[config.mk]
export PLATFORM = sky130hd
export DESIGN_NAME = regcmd_proc
export DESIGN_NICKNAME = d
export VERILOG_FILES = /design/src/rtl/cmdp_pkg.sv /design/src/rtl/cmdp_byte_class.sv /design/src/rtl/cmdp_field.sv /design/src/rtl/cmdp_tx_ser.sv /design/src/rtl/regcmd_proc.sv
export SDC_FILE = /design/constraint.sdc
export NUM_CORES = 1
export LEC_CHECK = 0
export BUFFER_PORTS_ARGS = -buffer_cell sky130_fd_sc_hd__buf_2
export CORE_MARGIN = 5
export CORE_UTILIZATION = 35
export DETAILED_ROUTE_END_ITERATION = 7
export PLACE_DENSITY_LB_ADDON = 0.08
export SYNTH_ARGS = -nofsm -noshare
export SYNTH_HDL_FRONTEND = slang
export SYNTH_SLANG_ARGS = --single-unit
[constraint.sdc]
create_clock -name clk -period 2.6 [get_ports clk]
set_input_delay 0.26 -clock clk [delete_from_list [all_inputs] [get_ports clk]]
set_output_delay 0.26 -clock clk [all_outputs]
set_load 0.01 [all_outputs]
[src/rtl/cmdp_pkg.sv]
package cmdp_pkg;

  typedef enum logic [2:0] {
    P_IDLE, P_TADDR, P_TDATA, P_BADDR, P_BDATA, P_RWAIT, P_RCAP, P_TX
  } parse_st_t;

  typedef enum logic [1:0] {
    S_IDLE, S_WAIT, S_GAP
  } ser_st_t;

  localparam logic [7:0] C_LF    = 8'h0A;
  localparam logic [7:0] C_CR    = 8'h0D;
  localparam logic [7:0] C_ESC   = 8'h1B;
  localparam logic [7:0] C_COMMA = 8'h2C;
  localparam logic [7:0] C_BRD   = 8'h00;
  localparam logic [7:0] C_BWR   = 8'h01;

  function automatic logic [7:0] nib2asc(input logic [3:0] n);
    if (n < 4'd10) return 8'h30 + {4'h0, n};
    else           return 8'h37 + {4'h0, n};
  endfunction

endpackage

[src/rtl/cmdp_byte_class.sv]
module cmdp_byte_class
  import cmdp_pkg::*;
(
  input  logic [7:0] byte_in,
  output logic       is_hex,
  output logic [3:0] nib,
  output logic       is_term,
  output logic       is_comma,
  output logic       is_esc,
  output logic       is_rd,
  output logic       is_wr,
  output logic       is_brd,
  output logic       is_bwr
);
  always_comb begin
    is_hex = 1'b0;
    nib    = 4'h0;
    if (byte_in >= 8'h30 && byte_in <= 8'h39) begin
      is_hex = 1'b1;
      nib    = byte_in[3:0];
    end else if ((byte_in >= 8'h41 && byte_in <= 8'h46) ||
                 (byte_in >= 8'h61 && byte_in <= 8'h66)) begin
      is_hex = 1'b1;
      nib    = byte_in[3:0] + 4'd9;
    end
  end

  assign is_term  = (byte_in == C_LF) || (byte_in == C_CR);
  assign is_comma = (byte_in == C_COMMA);
  assign is_esc   = (byte_in == C_ESC);
  assign is_rd    = (byte_in == 8'h72) || (byte_in == 8'h52);
  assign is_wr    = (byte_in == 8'h77) || (byte_in == 8'h57);
  assign is_brd   = (byte_in == C_BRD);
  assign is_bwr   = (byte_in == C_BWR);
endmodule

[src/rtl/cmdp_field.sv]
module cmdp_field #(
  parameter int W = 16
) (
  input  logic         clk,
  input  logic         rst,
  input  logic         clr,
  input  logic         sh_nib,
  input  logic         sh_byte,
  input  logic [3:0]   nib,
  input  logic [7:0]   byte_in,
  output logic [W-1:0] q
);
  logic [W-1:0] q_n;

  always_comb begin
    q_n = q;
    if (clr)          q_n = '0;
    else if (sh_byte) q_n = {q[W-9:0], byte_in};
    else if (sh_nib)  q_n = {q[W-5:0], nib};
  end

  always_ff @(posedge clk) begin
    if (rst) q <= '0;
    else     q <= q_n;
  end
endmodule

[src/rtl/cmdp_tx_ser.sv]
module cmdp_tx_ser
  import cmdp_pkg::*;
#(
  parameter int DATA_W = 16
) (
  input  logic              clk,
  input  logic              rst,
  input  logic              load,
  input  logic              text,
  input  logic [DATA_W-1:0] load_data,
  input  logic              tx_busy,
  output logic [7:0]        tx_byte,
  output logic              tx_stb,
  output logic              done
);
  localparam int DNIB = DATA_W / 4;
  localparam int CW   = $clog2(DNIB + 1);

  ser_st_t           st, st_n;
  logic [DATA_W-1:0] sbuf, sbuf_n;
  logic [CW-1:0]     left, left_n;
  logic              txt, txt_n, lf, lf_n;
  logic [7:0]        byte_n;
  logic              stb_n;

  assign done = (st == S_WAIT) && !tx_busy && (left == '0) && !lf;

  always_comb begin
    st_n   = st;
    sbuf_n = sbuf;
    left_n = left;
    txt_n  = txt;
    lf_n   = lf;
    byte_n = tx_byte;
    stb_n  = 1'b0;
    case (st)
      S_IDLE: if (load) begin
        sbuf_n = load_data;
        txt_n  = text;
        lf_n   = text;
        left_n = text ? CW'(DNIB) : CW'(DATA_W / 8);
        st_n   = S_WAIT;
      end
      S_WAIT: if (!tx_busy) begin
        if (left != '0) begin
          stb_n  = 1'b1;
          left_n = left - 1'b1;
          st_n   = S_GAP;
          if (txt) begin
            byte_n = nib2asc(sbuf[DATA_W-1 -: 4]);
            sbuf_n = sbuf << 4;
          end else begin
            byte_n = sbuf[DATA_W-1 -: 8];
            sbuf_n = sbuf << 8;
          end
        end else if (lf) begin
          stb_n  = 1'b1;
          byte_n = C_LF;
          lf_n   = 1'b0;
          st_n   = S_GAP;
        end else begin
          st_n = S_IDLE;
        end
      end
      S_GAP:   st_n = S_WAIT;
      default: st_n = S_IDLE;
    endcase
  end

  always_ff @(posedge clk) begin
    if (rst) begin
      st      <= S_IDLE;
      sbuf    <= '0;
      left    <= '0;
      txt     <= 1'b0;
      lf      <= 1'b0;
      tx_byte <= 8'h00;
      tx_stb  <= 1'b0;
    end else begin
      st      <= st_n;
      sbuf    <= sbuf_n;
      left    <= left_n;
      txt     <= txt_n;
      lf      <= lf_n;
      tx_byte <= byte_n;
      tx_stb  <= stb_n;
    end
  end
endmodule

[src/rtl/regcmd_proc.sv]
module regcmd_proc
  import cmdp_pkg::*;
#(
  parameter int ADDR_W = 16,
  parameter int DATA_W = 16
) (
  input  logic              clk,
  input  logic              rst,
  input  logic [7:0]        rx_byte,
  input  logic              rx_stb,
  output logic [7:0]        tx_byte,
  output logic              tx_stb,
  input  logic              tx_busy,
  output logic [ADDR_W-1:0] reg_addr,
  input  logic [DATA_W-1:0] reg_rdata,
  output logic [DATA_W-1:0] reg_wdata,
  output logic              reg_rd_stb,
  output logic              reg_wr_stb
);
  localparam int ABYTES = ADDR_W / 8;
  localparam int DBYTES = DATA_W / 8;
  localparam int MAXB   = (ABYTES > DBYTES) ? ABYTES : DBYTES;
  localparam int CW     = $clog2(MAXB + 1);

  logic       c_hex, c_term, c_comma, c_esc, c_rd, c_wr, c_brd, c_bwr;
  logic [3:0] c_nib;

  cmdp_byte_class u_cls (
    .byte_in (rx_byte), .is_hex (c_hex), .nib (c_nib), .is_term (c_term),
    .is_comma(c_comma), .is_esc (c_esc), .is_rd (c_rd), .is_wr (c_wr),
    .is_brd  (c_brd),   .is_bwr (c_bwr)
  );

  parse_st_t     st, st_n;
  logic          is_wr, is_wr_n, is_bin, is_bin_n;
  logic [CW-1:0] cnt, cnt_n;
  logic          a_clr, a_s4, a_s8, d_clr, d_s4, d_s8;
  logic          rd_n, wr_n, ser_load, ser_done;

  cmdp_field #(.W(ADDR_W)) u_addr (
    .clk(clk), .rst(rst), .clr(a_clr), .sh_nib(a_s4), .sh_byte(a_s8),
    .nib(c_nib), .byte_in(rx_byte), .q(reg_addr)
  );

  cmdp_field #(.W(DATA_W)) u_data (
    .clk(clk), .rst(rst), .clr(d_clr), .sh_nib(d_s4), .sh_byte(d_s8),
    .nib(c_nib), .byte_in(rx_byte), .q(reg_wdata)
  );

  cmdp_tx_ser #(.DATA_W(DATA_W)) u_ser (
    .clk(clk), .rst(rst), .load(ser_load), .text(!is_bin),
    .load_data(reg_rdata), .tx_busy(tx_busy), .tx_byte(tx_byte),
    .tx_stb(tx_stb), .done(ser_done)
  );

  always_comb begin
    st_n     = st;
    is_wr_n  = is_wr;
    is_bin_n = is_bin;
    cnt_n    = cnt;
    a_clr = 1'b0; a_s4 = 1'b0; a_s8 = 1'b0;
    d_clr = 1'b0; d_s4 = 1'b0; d_s8 = 1'b0;
    rd_n = 1'b0; wr_n = 1'b0; ser_load = 1'b0;
    case (st)
      P_IDLE: if (rx_stb) begin
        if (c_rd || c_wr) begin
          a_clr = 1'b1; d_clr = 1'b1;
          is_wr_n = c_wr; is_bin_n = 1'b0;
          st_n = P_TADDR;
        end else if (c_brd || c_bwr) begin
          a_clr = 1'b1; d_clr = 1'b1;
          is_wr_n = c_bwr; is_bin_n = 1'b1;
          cnt_n = '0;
          st_n = P_BADDR;
        end
      end
      P_TADDR: if (rx_stb) begin
        if (c_esc) st_n = P_IDLE;
        else if (c_term) begin
          if (is_wr) begin wr_n = 1'b1; st_n = P_IDLE; end
          else       begin rd_n = 1'b1; st_n = P_RWAIT; end
        end
        else if (c_comma && is_wr) st_n = P_TDATA;
        else if (c_hex) a_s4 = 1'b1;
      end
      P_TDATA: if (rx_stb) begin
        if (c_esc) st_n = P_IDLE;
        else if (c_term) begin wr_n = 1'b1; st_n = P_IDLE; end
        else if (c_hex) d_s4 = 1'b1;
      end
      P_BADDR: if (rx_stb) begin
        a_s8 = 1'b1;
        if (cnt == CW'(ABYTES - 1)) begin
          cnt_n = '0;
          if (is_wr) st_n = P_BDATA;
          else begin rd_n = 1'b1; st_n = P_RWAIT; end
        end else cnt_n = cnt + 1'b1;
      end
      P_BDATA: if (rx_stb) begin
        d_s8 = 1'b1;
        if (cnt == CW'(DBYTES - 1)) begin
          cnt_n = '0; wr_n = 1'b1; st_n = P_IDLE;
        end else cnt_n = cnt + 1'b1;
      end
      P_RWAIT: st_n = P_RCAP;
      P_RCAP: begin ser_load = 1'b1; st_n = P_TX; end
      P_TX:   if (ser_done) st_n = P_IDLE;
      default: st_n = P_IDLE;
    endcase
  end

  always_ff @(posedge clk) begin
    if (rst) begin
      st         <= P_IDLE;
      is_wr      <= 1'b0;
      is_bin     <= 1'b0;
      cnt        <= '0;
      reg_rd_stb <= 1'b0;
      reg_wr_stb <= 1'b0;
    end else begin
      st         <= st_n;
      is_wr      <= is_wr_n;
      is_bin     <= is_bin_n;
      cnt        <= cnt_n;
      reg_rd_stb <= rd_n;
      reg_wr_stb <= wr_n;
    end
  end
endmodule

== Word level (Yosys, flattened, before mapping) ==
Index checks and enable logic that the tools add are counted.
Word-level totals
  logic and storage cells: 200
  register bits after elaboration: 73
  output and inout bits: 43
Cells by class
  eq/ne operators: 37
  multiplexer cells: 96
  reductions and logical operators: 38
  $lt $le $gt $ge: 7
  add/sub/neg operators: 5
  bitwise operators: 2
Operator list (number)
  two-way mux 16 bit: 8
  two-way mux 3 bit: 20
  two-way mux 1 bit: 45
  == test 8 x 7 -> 1 bit (second input constant): 4
  two-way mux 8 bit: 4
  case mux 16 bit (2 select lines): 1
  != test 2 bit (second input constant): 14
  case mux 3 bit (8 select lines): 1
  two-way mux 2 bit: 9
  == test 8 x 4 -> 1 bit (second input constant): 2
  greater-or-equal comparator 8 x 7 -> 1 bit (second input constant): 2
  <= comparator 8 x 7 -> 1 bit (second input constant): 2
  adder 6 x 4 -> 7 bit (first input constant): 2
  == test 3 bit (second input constant): 4
  nonzero test 2 bit: 6
  AND reduction 11 bit: 1
  == test 8 x 1 -> 1 bit (second input constant): 1
  == test 8 x 5 -> 1 bit (second input constant): 1
  == test 8 x 6 -> 1 bit (second input constant): 1
  greater-or-equal comparator 8 x 6 -> 1 bit (second input constant): 1
  <= comparator 8 x 6 -> 1 bit (second input constant): 1
  logical NOT 8 bit: 1
  two-way mux 4 bit: 2
  AND reduction 4 bit: 2
  28 further kinds: 50

== Depth between registers and ports, before layout ==
Gate-level depths: netlist of the first run.
  depth in word-level cells: 13
  depth in mapped cells: 9
  depth with buffers taken out: 7

== Hierarchy ==
A second synthesis of the first run with hierarchy kept.
Unflattened totals
  cell total of the unflattened synthesis: 473
  area total of the unflattened synthesis: 4401.7 µm²
Modules (own cells, without submodules)
  cmdp_tx_ser: instances 1, area each 1721.7 µm², cells an instance 202
  cmdp_field: instances 2, area each 853.3 µm², cells an instance 71
  regcmd_proc: instances 1, area each 655.6 µm², cells an instance 85
  cmdp_byte_class: instances 1, area each 317.8 µm², cells an instance 44

== Worst setup path after synthesis of the first run ==
OpenSTA, ideal clock, no wires.
  path type: input to register
  from: input port rx_byte[7]
  to: register u_addr.q[10]
  required time: 2.514 ns
  arrival: 2.071 ns
  slack: 0.443 ns
  stages: 7
  library setup time: 0.086 ns
  cell sequence: or4b_4 -> a311o_1 -> a211o_1 -> buf_6 -> buf_6 -> mux2i_1 -> a211oi_1
On the way
  word-level cells in the longest chain between the ends: 12
  elaborated cells between the ends (all ways): 40
  those cells by class: 6 x order compare; 9 x eq/ne; 12 x mux; 13 x reduce/logical
RTL lines
  start: declaration: line regcmd_proc.sv:9  | input logic [7:0] rx_byte,
  greater-or-equal comparator 8 x 7 -> 1 bit, or another cell as far along: line cmdp_byte_class.sv:21  | end else if ((byte_in >= 8'h41 && byte_in <= 8'h46) ||
  logical AND 1 bit (on tied branches): line cmdp_byte_class.sv:21, cmdp_byte_class.sv:22
  logical OR 1 bit: line cmdp_byte_class.sv:21
  two-way mux 1 bit: line cmdp_byte_class.sv:21
  two-way mux 1 bit: line cmdp_byte_class.sv:18  | if (byte_in >= 8'h30 && byte_in <= 8'h39) begin
  two-way mux 1 bit: line regcmd_proc.sv:84  | else if (c_hex) a_s4 = 1'b1;
  two-way mux 1 bit: line regcmd_proc.sv:83  | else if (c_comma && is_wr) st_n = P_TDATA;
  two-way mux 1 bit: line regcmd_proc.sv:79  | else if (c_term) begin
  two-way mux 1 bit: line regcmd_proc.sv:78  | if (c_esc) st_n = P_IDLE;
  two-way mux 1 bit: line regcmd_proc.sv:77  | P_TADDR: if (rx_stb) begin
  two-way mux 1 bit: line regcmd_proc.sv:64  | case (st)
  nonzero test 2 bit (no source line)
  end signal: assignment: line cmdp_field.sv:24  | else q <= q_n;
  end: declaration: line cmdp_field.sv:11  | output logic [W-1:0] q
Parallel ways exist; a longest one is shown, timed or not.
A chain may end at the register's enable or synchronous reset.

== Worst setup path in the final report of the first run ==
  from: input port rx_byte[7]
  to: register u_data.q[6]
On the way
  word-level cells in the longest chain between the ends: 11
  elaborated cells between the ends (all ways): 37
  those cells by class: 6 x order compare; 8 x eq/ne; 11 x mux; 12 x reduce/logical
RTL lines
  greater-or-equal comparator 8 x 7 -> 1 bit, or another cell as far along: line cmdp_byte_class.sv:21
  logical AND 1 bit (on tied branches): line cmdp_byte_class.sv:21, cmdp_byte_class.sv:22
  logical OR 1 bit: line cmdp_byte_class.sv:21
  two-way mux 1 bit: line cmdp_byte_class.sv:21
  two-way mux 1 bit: line cmdp_byte_class.sv:18
  two-way mux 1 bit: line regcmd_proc.sv:89  | else if (c_hex) d_s4 = 1'b1;
  two-way mux 1 bit: line regcmd_proc.sv:88  | else if (c_term) begin wr_n = 1'b1; st_n = P_IDLE; end
  two-way mux 1 bit: line regcmd_proc.sv:87  | if (c_esc) st_n = P_IDLE;
  two-way mux 1 bit: line regcmd_proc.sv:86  | P_TDATA: if (rx_stb) begin
  two-way mux 1 bit: line regcmd_proc.sv:64
  nonzero test 2 bit (no source line)
  end signal: assignment: line cmdp_field.sv:24
  end: declaration: line cmdp_field.sv:11
Parallel ways exist; a longest one is shown, timed or not.

==> results.py, run 1 <==
metrics = {
    "logic_synthesis": {
        "syn-num-nets": 510,
        "library_cells_used_by_synthesis": 60,
        "synth_ff_type": "sky130_fd_sc_hd__dfxtp_1",
        "post_synth_main_area_contributors": "sky130_fd_sc_hd__dfxtp_1 (37%), sky130_fd_sc_hd__mux2i_1 (8.0%), sky130_fd_sc_hd__a21oi_1 (5.6%)",
        "synthesis.instances": 475,
        "synth.avg_cell_area_um2": 8.21,
        "number_of_flops_mapped_to_enable_cells_by_yosys": 0,
        "yosys_reg_bits": 73,
        "synthDominantAreaCellType": "sky130_fd_sc_hd__dfxtp_1",
        "synth_top_area_share_pct": 37.5,
        "synth_area_um2": 3900,
        "async_reset_ff_share_pct": 0,
        "synth_seq_area_share_pct": 37.5,
        "yosys_warnings": 0,
    },
    "floorplan": {
        "design.die.area_um2": 13400,
        "chipHeight_um": 116,
        "initial_utilization_pct": 35.8,
        "pin_count": 71,
        "fp-row-count": 38,
        "core_um2": 10900,
        "die_width_um": 116,
    },
    "global_route": {
        "use_met1_pct": 21.6,
        "grt_use_total_pct": 17.0,
        "first_global_vias": 3594,
        "maximum_number_of_pins_on_one_net_before_global_route_repair": 25,
        "gr-total-overflow": 0,
        "global_route.usage.met3_pct": 4.07,
        "use_met2_pct": 27.7,
        "grt_first_pass_wirelength_mm": 18.0,
        "grt_antenna_before_repair": 0,
        "grt_busiest_layer": "met2",
    },
    "timing": {
        "finalHoldViolCount": 0,
        "tns_ps": 0,
        "max-slew-margin-rel_pct": 59.8,
        "worstMarginPinSlew_ps": 603,
        "maxClockFrequency_mhz": 478,
        "timing.clock.skew_ps": 6.97,
        "fin_crit_sh_pct": 80.5,
        "grt_setup_unrepaired": "false",
        "timing_max_transition_violations_final": 0,
        "post-route-min-period_ps": 2090,
        "setup_viol_count_final": 0,
    },
    "clock_tree": {
        "clock_latency_ps": 370,
        "cts_num_sinks": 73,
        "cts-resized-gates": 0,
        "root_buffer": "sky130_fd_sc_hd__clkbuf_8",
        "ctsHoldBuffers": 0,
        "tritoncts": "done",
        "cts_max_level": 3,
        "cts_post_setup_buffers_inserted": 0,
        "cts_buffer_depth": 2,
        "cts_made_buffers": 9,
        "clk_pin_slew_worst_paths_ps": 70,
    },
    "power_and_ir_drop": {
        "internal_power_mw": 1.69,
        "pwr-share-seq_pct": 50.6,
        "switching_share_pct": 25.2,
        "power_leakage_nw": 1.86,
        "power.switching_uw": 571,
        "power_density_relative_to_cell_area_nw_per_um2": 494,
        "share_clk_of_total_power_pct": 40.2,
        "ir_drop_mv": 0.239,
        "comb_power_share_pct": 9.2,
    },
    "finish": {
        "layout.core_utilization_pct": 42.1,
        "fill_cells": 1128,
        "post-route-cell-area_um2": 4580,
        "antenna_cells": 0,
        "drive_above_1_share_pct": 19.9,
        "final_cell_mix": "sky130_fd_sc_hd__dfxtp_1 (73), sky130_fd_sc_hd__buf_2 (70), sky130_fd_sc_hd__nor2_1 (58)",
        "layout.cells.most_common": "sky130_fd_sc_hd__dfxtp_1",
        "area.growth.synth_to_final_pct": 17.5,
        "finish.net_count": 570,
    },
    "critical_path": {
        "timing.critical_path.max_delay_family": "compound AO/OA/AOI/OAI gates",
        "worst_path_largest_cell_delay_ps": 560,
        "worstSetupPathType": "in -> reg",
        "critical_path_endpoint_category": "register",
        "cp.required_ps": 2880,
        "crit_path_max_fanout": 16,
        "start_kind": "primary input",
        "critPathArrivalTime_ps": 2370,
        "path_cells": "buf_2 > or4b_4 > a311o_1 > a211o_1 > mux2i_1 > a211oi_1",
        "critical-path-slowest-cell": "sky130_fd_sc_hd__a211o_1",
        "timing.critical_path.buf_inv": 1,
    },
    "place": {
        "portBuffers": 70,
        "place_area_um2": 4390,
        "place.gp.congestion": 0.838,
        "detailed_place_hpwl_mm": 7.81,
    },
    "detailed_routing": {
        "routed_wl_mm": 11.1,
        "wire_per_inst_um": 16.4,
        "postRouteAntennaNets": 0,
        "dr.pass1.iters": 4,
        "drt-initial-drc-count": 249,
        "detail_route.drc_violations": 0,
        "detailroute.via_count": 3723,
        "route.detailed.vias_per_inst": 5.48,
    },
    "job": {
        "max_cap_viol": 0,
    },
    "run_status": {
        "run_status": "complete, no violations",
    },
    "hold_path": {
        "timing.hold.worst.class": "in -> reg",
    },
}
[power groups by stage]
stage          combinational, mW  sequential [mW]  clock [mW]
2_1_floorplan              0.139             1.16           0
3_3_place_gp               0.206             1.17           0
3_5_place_dp               0.207             1.17           0
4_1_cts                    0.208             1.14       0.943
5_1_grt                    0.229             1.15       0.988
6_report                   0.209             1.14       0.910
[sequential cells by signal, summed over array words and instances (netlist names)]
| name | cells |
|---|---|
| st | 3 |
| u_ser.left | 3 |
| cnt | 2 |
| u_ser.tx_stb | 1 |
| is_wr | 1 |
| u_ser.st | 2 |
| reg_wr_stb | 1 |
| u_ser.txt | 1 |
| u_ser.tx_byte | 8 |
| u_ser.sbuf | 16 |
| u_data.q | 16 |
| u_addr.q | 16 |
| u_ser.lf | 1 |
| reg_rd_stb | 1 |
| is_bin | 1 |
[logic make-up after synthesis]
| logic type | share of synthesized area (%) |
|---|---|
| compound gates | 24.9 |
| xor+xnor | 0.225 |
| fa+ha+maj | 2.25 |
| buf+inv | 5.61 |
| flops | 37.5 |
| mux | 7.96 |
| simple gates | 21.6 |
[metal layers]
metal / part of all wire [%] / wire, um
met1: 45 / 5050
met2: 48 / 5300
met3: 5.0 / 554
met4: 1.9 / 213
met5: 0 / 0
[synthesized netlist by cell type (9+ instances only)]
cell type and instances:
sky130_fd_sc_hd__dfxtp_1 73, sky130_fd_sc_hd__nor2_1 58, sky130_fd_sc_hd__a21oi_1 44, sky130_fd_sc_hd__nand2_1 35
sky130_fd_sc_hd__mux2i_1 31, sky130_fd_sc_hd__clkbuf_1 29, sky130_fd_sc_hd__a211oi_1 22, sky130_fd_sc_hd__nand3_1 19
sky130_fd_sc_hd__a22oi_1 16, sky130_fd_sc_hd__inv_1 14, sky130_fd_sc_hd__o211ai_1 12, sky130_fd_sc_hd__nor2b_1 9
sky130_fd_sc_hd__o21ai_0 9
[cell type report]
cell class | instances | area [um^2] | share of cell area [%]
multi-input combinational | 350 | 2220 | 48.4
clock buffer | 12 | 155 | 3.39
tap | 140 | 175 | 3.82
clock inverter | 3 | 40.0 | 0.874
sequential | 73 | 1460 | 31.9
inverter | 14 | 52.6 | 1.15
timing repair buffer | 87 | 478 | 10.4
[final timing paths]
check	startpoint	to	slack, ps	depth (start not counted)
worst max-delay path	rx_byte[7]	u_data.q[6]	510	6
worst min-delay path	reg_rdata[0]	u_ser.sbuf[0]	140	3
worst max register to register	st[0]	u_ser.sbuf[12]	560	5
worst min register to register	u_ser.left[1]	u_ser.left[1]	450	2
[tightest hold or removal path, stage by stage]
cell and delay, ps:
sky130_fd_sc_hd__buf_2 80, sky130_fd_sc_hd__a22oi_1 60, sky130_fd_sc_hd__nor2_1 70
[per-stage QoR]
| step | hold WS (ps) | worst slack [ps] | instances | power [mW] |
|---|---|---|---|---|
| floorplan | 399 | 443 | 475 | 1.30 |
| global placement | 443 | 199 | 664 | 1.38 |
| detailed placement | 443 | 134 | 664 | 1.38 |
| CTS | 120 | 540 | 679 | 2.29 |
| global route | 131 | 384 | 679 | 2.36 |
| finish | 144 | 508 | 679 | 2.26 |
No activity file was read; power rests on OpenSTA's default activity.
==> run 2: changes to the inputs <==
==> constraint.sdc (replaced) <==
create_clock -name clk -period 1.8 [get_ports clk]
set_input_delay 0.18 -clock clk [delete_from_list [all_inputs] [get_ports clk]]
set_output_delay 0.18 -clock clk [all_outputs]
set_load 0.01 [all_outputs]
==> run 2 against run 1 <==
Cell area up 15%. Final cell count is 8.4% higher. Critical path depth rose by 1. Sequential share of layout area decreased by 4.2 points. Core utilization up 6.4 points. First-iteration DRC count decreased by 17%. Flip-flop and latch count unchanged. Non-clock buffer count increased by 58. Sequential power is 44% higher. Hold slack got worse by 66 ps. Count of clock-buffer cells in the layout fell by 1. Global-route usage grew 0.80 points. Critical endpoint is now u_addr.q[8]. Largest cell class unchanged.
==> results.py, run 2 (synthesized netlist as in run 1, its figures left out) <==
metrics = {
    "clock_tree": {
        "clk_pin_slew_worst_paths_ps": 70,
        "cts_buffer_depth": 2,
        "clock_latency_ps": 360,
        "tritoncts": "done",
        "cts_num_sinks": 73,
        "cts_made_buffers": 9,
        "cts_max_level": 3,
        "root_buffer": "sky130_fd_sc_hd__clkbuf_8",
    },
    "hold_path": {
        "timing.hold.worst.class": "in -> reg",
    },
    "global_route": {
        "maximum_number_of_pins_on_one_net_before_global_route_repair": 42,
        "grt_busiest_layer": "met2",
        "first_global_vias": 3983,
        "grt_antenna_before_repair": 0,
        "grt_first_pass_wirelength_mm": 19.2,
        "use_met1_pct": 22.7,
        "use_met2_pct": 29.3,
        "gr-total-overflow": 0,
        "global_route.usage.met3_pct": 3.03,
        "grt_use_total_pct": 17.8,
    },
    "timing": {
        "finalHoldViolCount": 0,
        "worstMarginPinSlew_ps": 445,
        "grt_setup_unrepaired": "true",
        "timing.clock.skew_ps": 10.2,
        "timing_max_transition_violations_final": 0,
        "fin_crit_sh_pct": 97.4,
        "post-route-min-period_ps": 1750,
        "maxClockFrequency_mhz": 571,
        "tns_ps": 0,
        "max-slew-margin-rel_pct": 70.3,
        "setup_viol_count_final": 0,
        "setup_ws_ps": 47.4,
    },
    "detailed_routing": {
        "detailroute.via_count": 4003,
        "postRouteAntennaNets": 0,
        "drt-initial-drc-count": 206,
        "routed_wl_mm": 11.6,
        "route.detailed.vias_per_inst": 5.44,
        "dr.pass1.iters": 4,
        "detail_route.drc_violations": 0,
        "wire_per_inst_um": 15.8,
    },
    "finish": {
        "area.growth.synth_to_final_pct": 35.3,
        "final_cell_mix": "sky130_fd_sc_hd__dfxtp_1 (72), sky130_fd_sc_hd__buf_4 (67), sky130_fd_sc_hd__buf_2 (67)",
        "final_cells": 736,
        "layout.cells.most_common": "sky130_fd_sc_hd__dfxtp_1",
        "reg_top3": "u_addr.q (16), u_data.q (16), u_ser.sbuf (16)",
        "finish.net_count": 628,
        "antenna_cells": 0,
        "drive_above_1_share_pct": 32.0,
    },
    "floorplan": {
        "fp-row-count": 38,
        "chipHeight_um": 116,
        "die_width_um": 116,
        "pin_count": 71,
        "core_um2": 10900,
        "design.die.area_um2": 13400,
        "initial_utilization_pct": 35.8,
    },
    "power_and_ir_drop": {
        "power.switching_uw": 852,
        "switching_share_pct": 24.2,
        "ir_drop_mv": 0.436,
        "comb_power_share_pct": 12.0,
        "total_power_mw": 3.52,
        "share_clk_of_total_power_pct": 41.3,
        "power_density_relative_to_cell_area_nw_per_um2": 666,
        "pwr-share-seq_pct": 46.7,
        "power_leakage_nw": 2.19,
        "internal_power_mw": 2.66,
    },
    "place": {
        "portBuffers": 70,
        "detailed_place_hpwl_mm": 8.34,
        "place.gp.congestion": 0.876,
        "dpl.cell_count": 716,
        "detailedPlace.worstSlack_ps": -336,
    },
    "critical_path": {
        "critical_path_endpoint_category": "register",
        "crit_path_max_fanout": 7,
        "critPathArrivalTime_ps": 2020,
        "worstSetupPathType": "in -> reg",
        "cp.required_ps": 2070,
        "start_kind": "primary input",
        "reg2reg_slack_ps": 70,
    },
    "job": {
        "max_cap_viol": 0,
    },
    "run_status": {
        "run_status": "complete, no violations",
    },
}
[run 2: changes by cell type in the layout (fill, tap and decap cells not counted), sizes merged]
cell / delta
bufinv: +1
clkinv: -1
buf: +57
[run 2: path summary, 6_finish.rpt]
kind	startpoint	end	cells after the start
setup / recovery	rx_byte[7]	u_addr.q[8]	7
setup reg to reg	u_ser.left[0]	u_ser.tx_byte[3]	8
hold / removal	reg_rdata[3]	u_ser.sbuf[3]	3
hold reg to reg	u_ser.tx_byte[4]	u_ser.tx_byte[4]	2
[run 2: routing by layer]
layer,share of wire (%),wire (um)
met1,45,5270
met2,47,5470
met3,4.5,524
met4,3.1,359
met5,0,0
[run 2: what timing repair did]
action / in CTS / in global routing
pin swaps: 0 / 4
hold buffers: 0 / 0
endpoints found under the setup margin: 2 / 22
gates resized for setup: 2 / 21
gates cloned: 0 / 1
buffers inserted: 0 / 5
[run 2: area by class of cell]
type / count / area [um^2]
multi-input cells: 350 / 2360
flip-flops and latches: 73 / 1460
clock inverters: 3 / 65.1
inverters: 14 / 52.6
well taps: 140 / 175
repair buffers: 145 / 1010
fillers: 1097 / 5610
clock buffers: 11 / 151
[run 2: critical path: stages]
cell	delay, ps
sky130_fd_sc_hd__buf_6	90
sky130_fd_sc_hd__or4b_4	530
sky130_fd_sc_hd__a311o_1	350
sky130_fd_sc_hd__a211o_1	340
sky130_fd_sc_hd__buf_4	200
sky130_fd_sc_hd__mux2i_1	120
sky130_fd_sc_hd__a211oi_1	210
[run 2: power by group through the flow]
stage	logic (mW)	clock network [mW]	registers, mW
after floorplan	0.206	0	1.67
after global placement	0.404	0	1.68
after detailed placement	0.404	0	1.68
after CTS	0.405	1.49	1.64
after global routing	0.466	1.58	1.64
final	0.421	1.45	1.64
[run 2: per-stage QoR]
| stage | util, % | area (um^2) | hold WS [ps] |
|---|---|---|---|
| after detailed placement | 45.2 | 4920 | 440 |
| after floorplan | - | 4000 | 319 |
| after global placement | 45.2 | 4920 | 436 |
| final | 48.5 | 5280 | 78.2 |
| after global routing | 48.5 | 5280 | 81.3 |
| after CTS | 47.3 | 5150 | 60.6 |
